[src/rtl/sc_pkg.sv]
package sc_pkg;
  localparam int unsigned SC_WORD_W  = 32;
  localparam int unsigned SC_BYTE_W  = 8;
  localparam int unsigned SC_INC_W   = 22;
  localparam int unsigned SC_SPARE_A = 4;
  localparam int unsigned SC_SPARE_B = 5;
  localparam logic [SC_WORD_W-1:0] SC_NTSC_WORD = 32'h21F0_7C1F;

  function automatic int unsigned sc_frame_len(int unsigned inc_w, int unsigned sa, int unsigned sb);
    return sa + inc_w + 2 + sb;
  endfunction
endpackage

[src/rtl/sc_tune_stage.sv]
module sc_tune_stage #(
  parameter int unsigned WORD_W = sc_pkg::SC_WORD_W,
  parameter int unsigned BYTE_W = sc_pkg::SC_BYTE_W,
  parameter logic [WORD_W-1:0] RESET_WORD = sc_pkg::SC_NTSC_WORD,
  localparam int unsigned NBYTES = WORD_W / BYTE_W,
  localparam int unsigned IDX_W  = $clog2(NBYTES)
) (
  input  logic              clk_i,
  input  logic              rst_ni,
  input  logic              wr_en_i,
  input  logic [IDX_W-1:0]  wr_addr_i,
  input  logic [BYTE_W-1:0] wr_data_i,
  output logic [WORD_W-1:0] word_o
);
  localparam logic [IDX_W-1:0] LAST = IDX_W'(NBYTES - 1);

  logic [IDX_W-1:0]  exp_q, exp_d;
  logic [WORD_W-1:0] word_q;
  logic [WORD_W-1:0] assembled;
  logic              in_order;
  logic              commit_en;
  logic [NBYTES-2:0] stage_en;
  logic [BYTE_W-1:0] stage_q [NBYTES-1];

  assign in_order  = wr_en_i && (wr_addr_i == exp_q);
  assign commit_en = in_order && (exp_q == LAST);

  always_comb begin
    exp_d = exp_q;
    if (wr_en_i) begin
      if (wr_addr_i == exp_q) begin
        exp_d = (exp_q == LAST) ? '0 : exp_q + 1'b1;
      end else begin
        exp_d = (wr_addr_i == '0) ? IDX_W'(1) : '0;
      end
    end
  end

  always_comb begin
    for (int i = 0; i < NBYTES - 1; i++) begin
      stage_en[i] = in_order && (exp_q == IDX_W'(i));
    end
    if (wr_en_i && !in_order && (wr_addr_i == '0)) stage_en[0] = 1'b1;
  end

  for (genvar g = 0; g < NBYTES - 1; g++) begin : g_stage
    always_ff @(posedge clk_i or negedge rst_ni) begin
      if (!rst_ni)          stage_q[g] <= '0;
      else if (stage_en[g]) stage_q[g] <= wr_data_i;
    end
    assign assembled[g*BYTE_W +: BYTE_W] = stage_q[g];
  end
  assign assembled[WORD_W-1 -: BYTE_W] = wr_data_i;

  always_ff @(posedge clk_i or negedge rst_ni) begin
    if (!rst_ni) exp_q <= '0;
    else         exp_q <= exp_d;
  end

  always_ff @(posedge clk_i or negedge rst_ni) begin
    if (!rst_ni)        word_q <= RESET_WORD;
    else if (commit_en) word_q <= assembled;
  end

  assign word_o = word_q;

  // the active word moves only on an in-order write of the top byte
  a_r3_hold_until_last: assert property (@(posedge clk_i) disable iff (!rst_ni)
    !(wr_en_i && wr_addr_i == LAST && exp_q == LAST) |=> $stable(word_q));
  // a stray write to a non-zero address sends staging back to byte 0
  a_r4_restart: assert property (@(posedge clk_i) disable iff (!rst_ni)
    (wr_en_i && wr_addr_i != exp_q && wr_addr_i != '0) |=> (exp_q == '0));
endmodule

[src/rtl/sc_lock_rx.sv]
module sc_lock_rx #(
  parameter int unsigned INC_W   = sc_pkg::SC_INC_W,
  parameter int unsigned SPARE_A = sc_pkg::SC_SPARE_A,
  parameter int unsigned SPARE_B = sc_pkg::SC_SPARE_B,
  localparam int unsigned FRAME_LEN = sc_pkg::sc_frame_len(INC_W, SPARE_A, SPARE_B),
  localparam int unsigned CNT_W     = $clog2(FRAME_LEN + 1)
) (
  input  logic             clk_i,
  input  logic             rst_ni,
  input  logic             enable_i,
  input  logic             start_i,
  input  logic             valid_i,
  input  logic             bit_i,
  output logic             done_o,
  output logic [INC_W-1:0] inc_o,
  output logic             seq_o,
  output logic             rst_o
);
  logic                 busy_q, busy_d;
  logic [CNT_W-1:0]     cnt_q, cnt_d;
  logic [FRAME_LEN-2:0] sh_q, sh_d;
  logic [FRAME_LEN-1:0] full;
  logic                 take, last;
  logic                 done_q, done_d;
  logic [INC_W-1:0]     inc_q;
  logic                 seq_q, rstf_q;

  assign full = {sh_q, bit_i};
  assign take = enable_i && !start_i && busy_q && valid_i;
  assign last = take && (cnt_q == CNT_W'(FRAME_LEN - 1));

  always_comb begin
    busy_d = busy_q;
    cnt_d  = cnt_q;
    sh_d   = sh_q;
    done_d = 1'b0;
    if (!enable_i) begin
      busy_d = 1'b0;
    end else if (start_i) begin
      busy_d = 1'b1;
      cnt_d  = '0;
    end else if (take) begin
      sh_d  = full[FRAME_LEN-2:0];
      cnt_d = cnt_q + 1'b1;
      if (last) begin
        busy_d = 1'b0;
        done_d = 1'b1;
      end
    end
  end

  always_ff @(posedge clk_i or negedge rst_ni) begin
    if (!rst_ni) begin
      busy_q <= 1'b0;
      cnt_q  <= '0;
      sh_q   <= '0;
      done_q <= 1'b0;
    end else begin
      busy_q <= busy_d;
      cnt_q  <= cnt_d;
      sh_q   <= sh_d;
      done_q <= done_d;
    end
  end

  always_ff @(posedge clk_i or negedge rst_ni) begin
    if (!rst_ni) begin
      inc_q  <= '0;
      seq_q  <= 1'b0;
      rstf_q <= 1'b0;
    end else if (last) begin
      inc_q  <= full[FRAME_LEN-1-SPARE_A -: INC_W];
      seq_q  <= full[SPARE_B+1];
      rstf_q <= full[SPARE_B];
    end
  end

  assign done_o = done_q;
  assign inc_o  = inc_q;
  assign seq_o  = seq_q;
  assign rst_o  = rstf_q;

  // a frame needs many bits, so completions never come back to back
  a_r5_done_spaced: assert property (@(posedge clk_i) disable iff (!rst_ni)
    done_q |=> !done_q);
  // with lock mode off no frame can complete
  a_r10_off_no_done: assert property (@(posedge clk_i) disable iff (!rst_ni)
    !enable_i |=> !done_q);
endmodule

[src/rtl/sc_phase_acc.sv]
module sc_phase_acc #(
  parameter int unsigned WORD_W = sc_pkg::SC_WORD_W,
  parameter int unsigned INC_W  = sc_pkg::SC_INC_W,
  localparam int unsigned LOW_W = WORD_W - INC_W
) (
  input  logic              clk_i,
  input  logic              rst_ni,
  input  logic              lock_en_i,
  input  logic              pal_i,
  input  logic [WORD_W-1:0] tune_word_i,
  input  logic              frm_done_i,
  input  logic [INC_W-1:0]  frm_inc_i,
  input  logic              frm_seq_i,
  input  logic              frm_rst_i,
  output logic [WORD_W-1:0] phase_o,
  output logic              line_inv_o
);
  logic [WORD_W-1:0] phase_q, phase_d;
  logic [WORD_W-1:0] step_word;
  logic [INC_W-1:0]  inc_q, inc_sel;
  logic              ok_q, ok_d;
  logic              inv_q, inv_d;
  logic              use_lock, frm_hit, inc_en;

  assign frm_hit  = lock_en_i && frm_done_i;
  assign use_lock = lock_en_i && (ok_q || frm_done_i);
  assign inc_sel  = frm_done_i ? frm_inc_i : inc_q;
  assign inc_en   = frm_hit;

  always_comb begin
    step_word = use_lock ? {inc_sel, tune_word_i[LOW_W-1:0]} : tune_word_i;
    phase_d   = (frm_hit && frm_rst_i) ? '0 : phase_q + step_word;
    ok_d      = use_lock;
    inv_d     = (frm_hit && pal_i) ? frm_seq_i : inv_q;
  end

  always_ff @(posedge clk_i or negedge rst_ni) begin
    if (!rst_ni) begin
      phase_q <= '0;
      ok_q    <= 1'b0;
      inv_q   <= 1'b0;
    end else begin
      phase_q <= phase_d;
      ok_q    <= ok_d;
      inv_q   <= inv_d;
    end
  end

  always_ff @(posedge clk_i or negedge rst_ni) begin
    if (!rst_ni)     inc_q <= '0;
    else if (inc_en) inc_q <= frm_inc_i;
  end

  assign phase_o    = phase_q;
  assign line_inv_o = inv_q;

  // free-running add of the programmed word when lock mode is off
  a_r2_free_add: assert property (@(posedge clk_i) disable iff (!rst_ni)
    ($past(rst_ni) && !$past(lock_en_i)) |-> (phase_q == $past(phase_q) + $past(tune_word_i)));
  // a frame with its reset flag restarts the phase at zero
  a_r7_reset_zero: assert property (@(posedge clk_i) disable iff (!rst_ni)
    (lock_en_i && frm_done_i && frm_rst_i) |=> (phase_q == '0));
  // the inversion flag only moves on a completed frame in PAL mode
  a_r8_inv_source: assert property (@(posedge clk_i) disable iff (!rst_ni)
    !$stable(inv_q) |-> $past(lock_en_i && frm_done_i && pal_i));
endmodule

[src/rtl/sc_phase_synth.sv]
module sc_phase_synth #(
  parameter int unsigned WORD_W = sc_pkg::SC_WORD_W,
  parameter int unsigned BYTE_W = sc_pkg::SC_BYTE_W,
  parameter int unsigned INC_W  = sc_pkg::SC_INC_W,
  localparam int unsigned IDX_W = $clog2(WORD_W / BYTE_W)
) (
  input  logic              clk,
  input  logic              rst_n,
  input  logic              wr_en,
  input  logic [IDX_W-1:0]  wr_addr,
  input  logic [BYTE_W-1:0] wr_data,
  input  logic              lock_en,
  input  logic              pal_mode,
  input  logic              lk_start,
  input  logic              lk_valid,
  input  logic              lk_bit,
  output logic [WORD_W-1:0] phase,
  output logic              line_inv
);
  logic             rs1_q, rs2_q, rst_sync_n;
  logic [WORD_W-1:0] tune_word;
  logic             frm_done, frm_seq, frm_rst;
  logic [INC_W-1:0] frm_inc;

  always_ff @(posedge clk or negedge rst_n) begin
    if (!rst_n) begin
      rs1_q <= 1'b0;
      rs2_q <= 1'b0;
    end else begin
      rs1_q <= 1'b1;
      rs2_q <= rs1_q;
    end
  end
  assign rst_sync_n = rs2_q;

  sc_tune_stage #(.WORD_W(WORD_W), .BYTE_W(BYTE_W)) u_stage (
    .clk_i     (clk),
    .rst_ni    (rst_sync_n),
    .wr_en_i   (wr_en),
    .wr_addr_i (wr_addr),
    .wr_data_i (wr_data),
    .word_o    (tune_word)
  );

  sc_lock_rx #(.INC_W(INC_W)) u_rx (
    .clk_i    (clk),
    .rst_ni   (rst_sync_n),
    .enable_i (lock_en),
    .start_i  (lk_start),
    .valid_i  (lk_valid),
    .bit_i    (lk_bit),
    .done_o   (frm_done),
    .inc_o    (frm_inc),
    .seq_o    (frm_seq),
    .rst_o    (frm_rst)
  );

  sc_phase_acc #(.WORD_W(WORD_W), .INC_W(INC_W)) u_acc (
    .clk_i       (clk),
    .rst_ni      (rst_sync_n),
    .lock_en_i   (lock_en),
    .pal_i       (pal_mode),
    .tune_word_i (tune_word),
    .frm_done_i  (frm_done),
    .frm_inc_i   (frm_inc),
    .frm_seq_i   (frm_seq),
    .frm_rst_i   (frm_rst),
    .phase_o     (phase),
    .line_inv_o  (line_inv)
  );
endmodule

[config.mk]
export PLATFORM = sky130hd
export DESIGN_NAME = sc_phase_synth
export DESIGN_NICKNAME = d
export VERILOG_FILES = /design/src/rtl/sc_pkg.sv /design/src/rtl/sc_tune_stage.sv /design/src/rtl/sc_lock_rx.sv /design/src/rtl/sc_phase_acc.sv /design/src/rtl/sc_phase_synth.sv
export SDC_FILE = /design/constraint.sdc
export NUM_CORES = 1
export LEC_CHECK = 0
export BUFFER_PORTS_ARGS = -buffer_cell sky130_fd_sc_hd__buf_4
export CAP_MARGIN = 10
export CORE_MARGIN = 2
export CORE_UTILIZATION = 45
export DETAILED_ROUTE_END_ITERATION = 8
export GPL_TIMING_DRIVEN = 0
export PLACE_DENSITY_LB_ADDON = 0.2
export SYNTH_ARGS = -nofsm -noshare
export SYNTH_HDL_FRONTEND = slang
export SYNTH_SLANG_ARGS = --single-unit
[constraint.sdc]
create_clock -name clk -period 12.4 [get_ports clk]
set_input_delay 1.24 -clock clk [delete_from_list [all_inputs] [get_ports clk]]
set_output_delay 1.24 -clock clk [all_outputs]
set_load 0.02 [all_outputs]
==> run metrics <==
outcome=finished clean; height of the die=between 100 and 150 um; # Post-CTS Setup Buffers=0; Slew Limit Fails=0; Worst-Margin Slew=between 0.9 and 1 ns; placer congestion estimate=around 0.86; post-cts repair resize count=0; DR DRC count=0; syn avg cell area=between 10 and 15 um^2; diode count=0; post-route minimum period=roughly 3.9 ns; Layout Nets=around 1,000; Crit path arrival time=between 4 and 5 ns; period utilization=0.314; HP Class=reg2reg; clock skew=~0.013 ns; register area=around 4400 um^2; First DRT Iteration DRCs=350; Final ANT Viol Nets=0; first-pass GRT wire length=between 30,000 and 40,000 um; Post-Synthesis Cells=around 890; WP data required=roughly 13 ns; post-synth top area cell=dfrtp_1; final-layout fill cell count=1,806; GRT overflow=0; CP startpoint=lock_en; Setup CP Type=in2reg; unrepaired setup endpoints after global routing=false; Final Hold Fails=0; setup violators final=0; hold_buf cts=0; core region area=about 20,000 um^2; CTS sink cnt=about 180; Startpoint Class=primary input; post-synthesis async set-or-reset flop share=1.00; Syn Nets=947; Area Overhead vs Synth=14.8%; initial antenna violation count=0; r2r startpoint=u_rx.done_o$_DFF_PN0_; post-synth top area share=0.446; Fmax achieved=257 MHz; share of cells above drive strength 1=0.214; root buf cell=clkbuf_16; clock slew at reported path FFs=roughly 0.070 ns; sequential cell area fraction in the yosys report=0.493; Max clock buf depth=2; number of synthesized register bits=between 150 and 200; total power=slightly above 2 mW; FP Rows=around 50; Max VDD drop=between 0.1 and 0.15 mV; DR pass1 iterations=5; initial core utilization=0.460; Worst slew margin=0.399; synth top area cells=dfrtp_1 45%, mux2_2 10%, nand2_1 9.2%, ha_1 5.6%, dfstp_2 4.7%; Yosys warning count=0; gr usage total=0.199; largest net degree at the start of global routing=70; # H-tree levels=4; Cell Area, Placed=9740 um^2; routed len/inst=~16 um; TritonCTS Buffers=17; pwr/cell area=~200 nW/um^2; Clock Latency Late Sink=roughly 0.44 ns; number of global-route vias before repair=6,561; setup TNS=0 ns; Die X=roughly 150 um; DP HPWL=15,000 um; via count=about 6,700; commonest register cell after synthesis=dfrtp_1; Mapped Area=roughly 9000 um^2; Leak Pwr=just under 5 nW; I/O Pins=slightly above 50; design area=10,300 um^2; die area=21,100 um^2; multi-input logic area=4360 um^2; max_cap viols=0; drt via density=between 5 and 6; TritonCTS clock tree=built; distinct cell type count after synthesis=64; EDFF count, synth=0; IO buf count=50; routed wire length=about 20,000 um; HP Start=rs1_q$_DFF_PN0_; critical path capture point type=register; crit path max fanout=10
## state kept, by name, summed over array words and instances (netlist names), 2 cells and up
register / cells
u_rx.inc_o: 22
u_acc.phase_o: 32
u_acc.inc_q: 22
u_rx.sh_q: 28
u_stage.assembled: 24
u_stage.exp_q: 2
u_stage.word_o: 32
u_rx.cnt_q: 6
## kinds of logic after synthesis
group	count (synthesis)	share of synthesized area
AND/OR/NAND/NOR	331	0.157
AO/OA/AOI/OAI	160	0.117
multiplexers	106	0.129
flip-flops	176	0.493
buffers and inverters	49	0.0226
adder cells (fa/ha/maj)	41	0.0579
XOR/XNOR	24	0.0234
other	1	0.000417
## worst max-delay path, stage by stage
cell and delay, ns:
buf_4 0.13, o21ai_2 0.16, clkbuf_1 0.40, o21ai_0 0.28, ha_1 0.33, buf_2 0.17, a21oi_1 0.19, nor2_1 0.08
nor4_2 0.44, a2111oi_0 0.22, nor3_1 0.36, mux2i_1 0.23
## worst paths after layout
path | end | slack, ns | cells after the start
min reg2reg | rs2_q$_DFF_PN0_ | 0.35 | 0
max reg2reg | u_acc.phase_o[29]$_DFF_PN0_ | 8.58 | 12
max | u_acc.phase_o[29]$_DFF_PN0_ | 8.51 | 12
max in group asynchronous | u_stage.word_o[30]$_DFFE_PN0P_ | 11.11 | 1
min in group asynchronous | u_rx.sh_q[9]$_DFFE_PN0P_ | 0.46 | 0
min | rs2_q$_DFF_PN0_ | 0.35 | 0
## metrics by stage
stage          std cells  utilization  hold WS (ns)  setup WS (ns)
3_5_place_dp        1205        0.499         0.343           8.15
5_1_grt             1237        0.528         0.367           8.29
3_3_place_gp        1203        0.496         0.335           5.05
6_report            1237        0.528         0.351           8.51
2_1_floorplan        888            -         0.331           7.16
4_1_cts             1237        0.528         0.355           8.59
## synth_stat cells (3+ instances only)
library cell,instances
dfrtp_1,160
o21ai_0,42
o21a_1,12
buf_2,15
clkbuf_1,16
o211ai_1,5
a21oi_1,40
and2_1,5
o31ai_1,4
xor2_1,12
nor2_1,36
xnor2_1,12
ha_1,40
a211oi_1,7
and3_1,6
dfstp_2,16
nand3_1,19
nor3_1,18
inv_1,10
mux2i_1,26
mux2_2,80
o2111ai_1,3
a21o_1,16
nor3b_1,3
buf_1,7
nand2_1,221
a211o_1,3
nand4_1,9
## routing by layer
metal,GRT usage,vias to the layer above,part of all wire
li1,-,3260,-
met1,0.272,3239,0.48
met2,0.325,134,0.47
met3,0.0377,21,0.039
met4,0.0578,0,0.014
met5,0,-,0
## layout by cell type (no fill, tap or decap), drive strengths merged, types with 16 or more instances in the layout
cell / synthesis / layout
a21o: 16 / 16
nand3: 19 / 19
buf: 22 / 74
nand2: 221 / 221
mux2i: 26 / 26
nor3: 19 / 19
dfrtp: 160 / 160
nor2: 36 / 36
dfstp: 16 / 16
inv: 11 / 17
a21oi: 42 / 42
mux2: 80 / 80
ha: 40 / 40
o21ai: 45 / 45
clkbuf: 16 / 36
## final cells by class
cell class / count / area share
clock inverters: 12 / 0.0118
well taps: 265 / 0.0322
inverters: 11 / 0.00401
repair buffers: 52 / 0.0410
flip-flops and latches: 176 / 0.430
multi-input cells: 663 / 0.423
clock buffers: 20 / 0.0433
plain buffers: 38 / 0.0157
## power breakdown
group	internal (mW)	switching [mW]
clock network	0.287	0.237
registers	0.698	0.0823
logic	0.307	0.411
(Power assumes the default switching activity.)
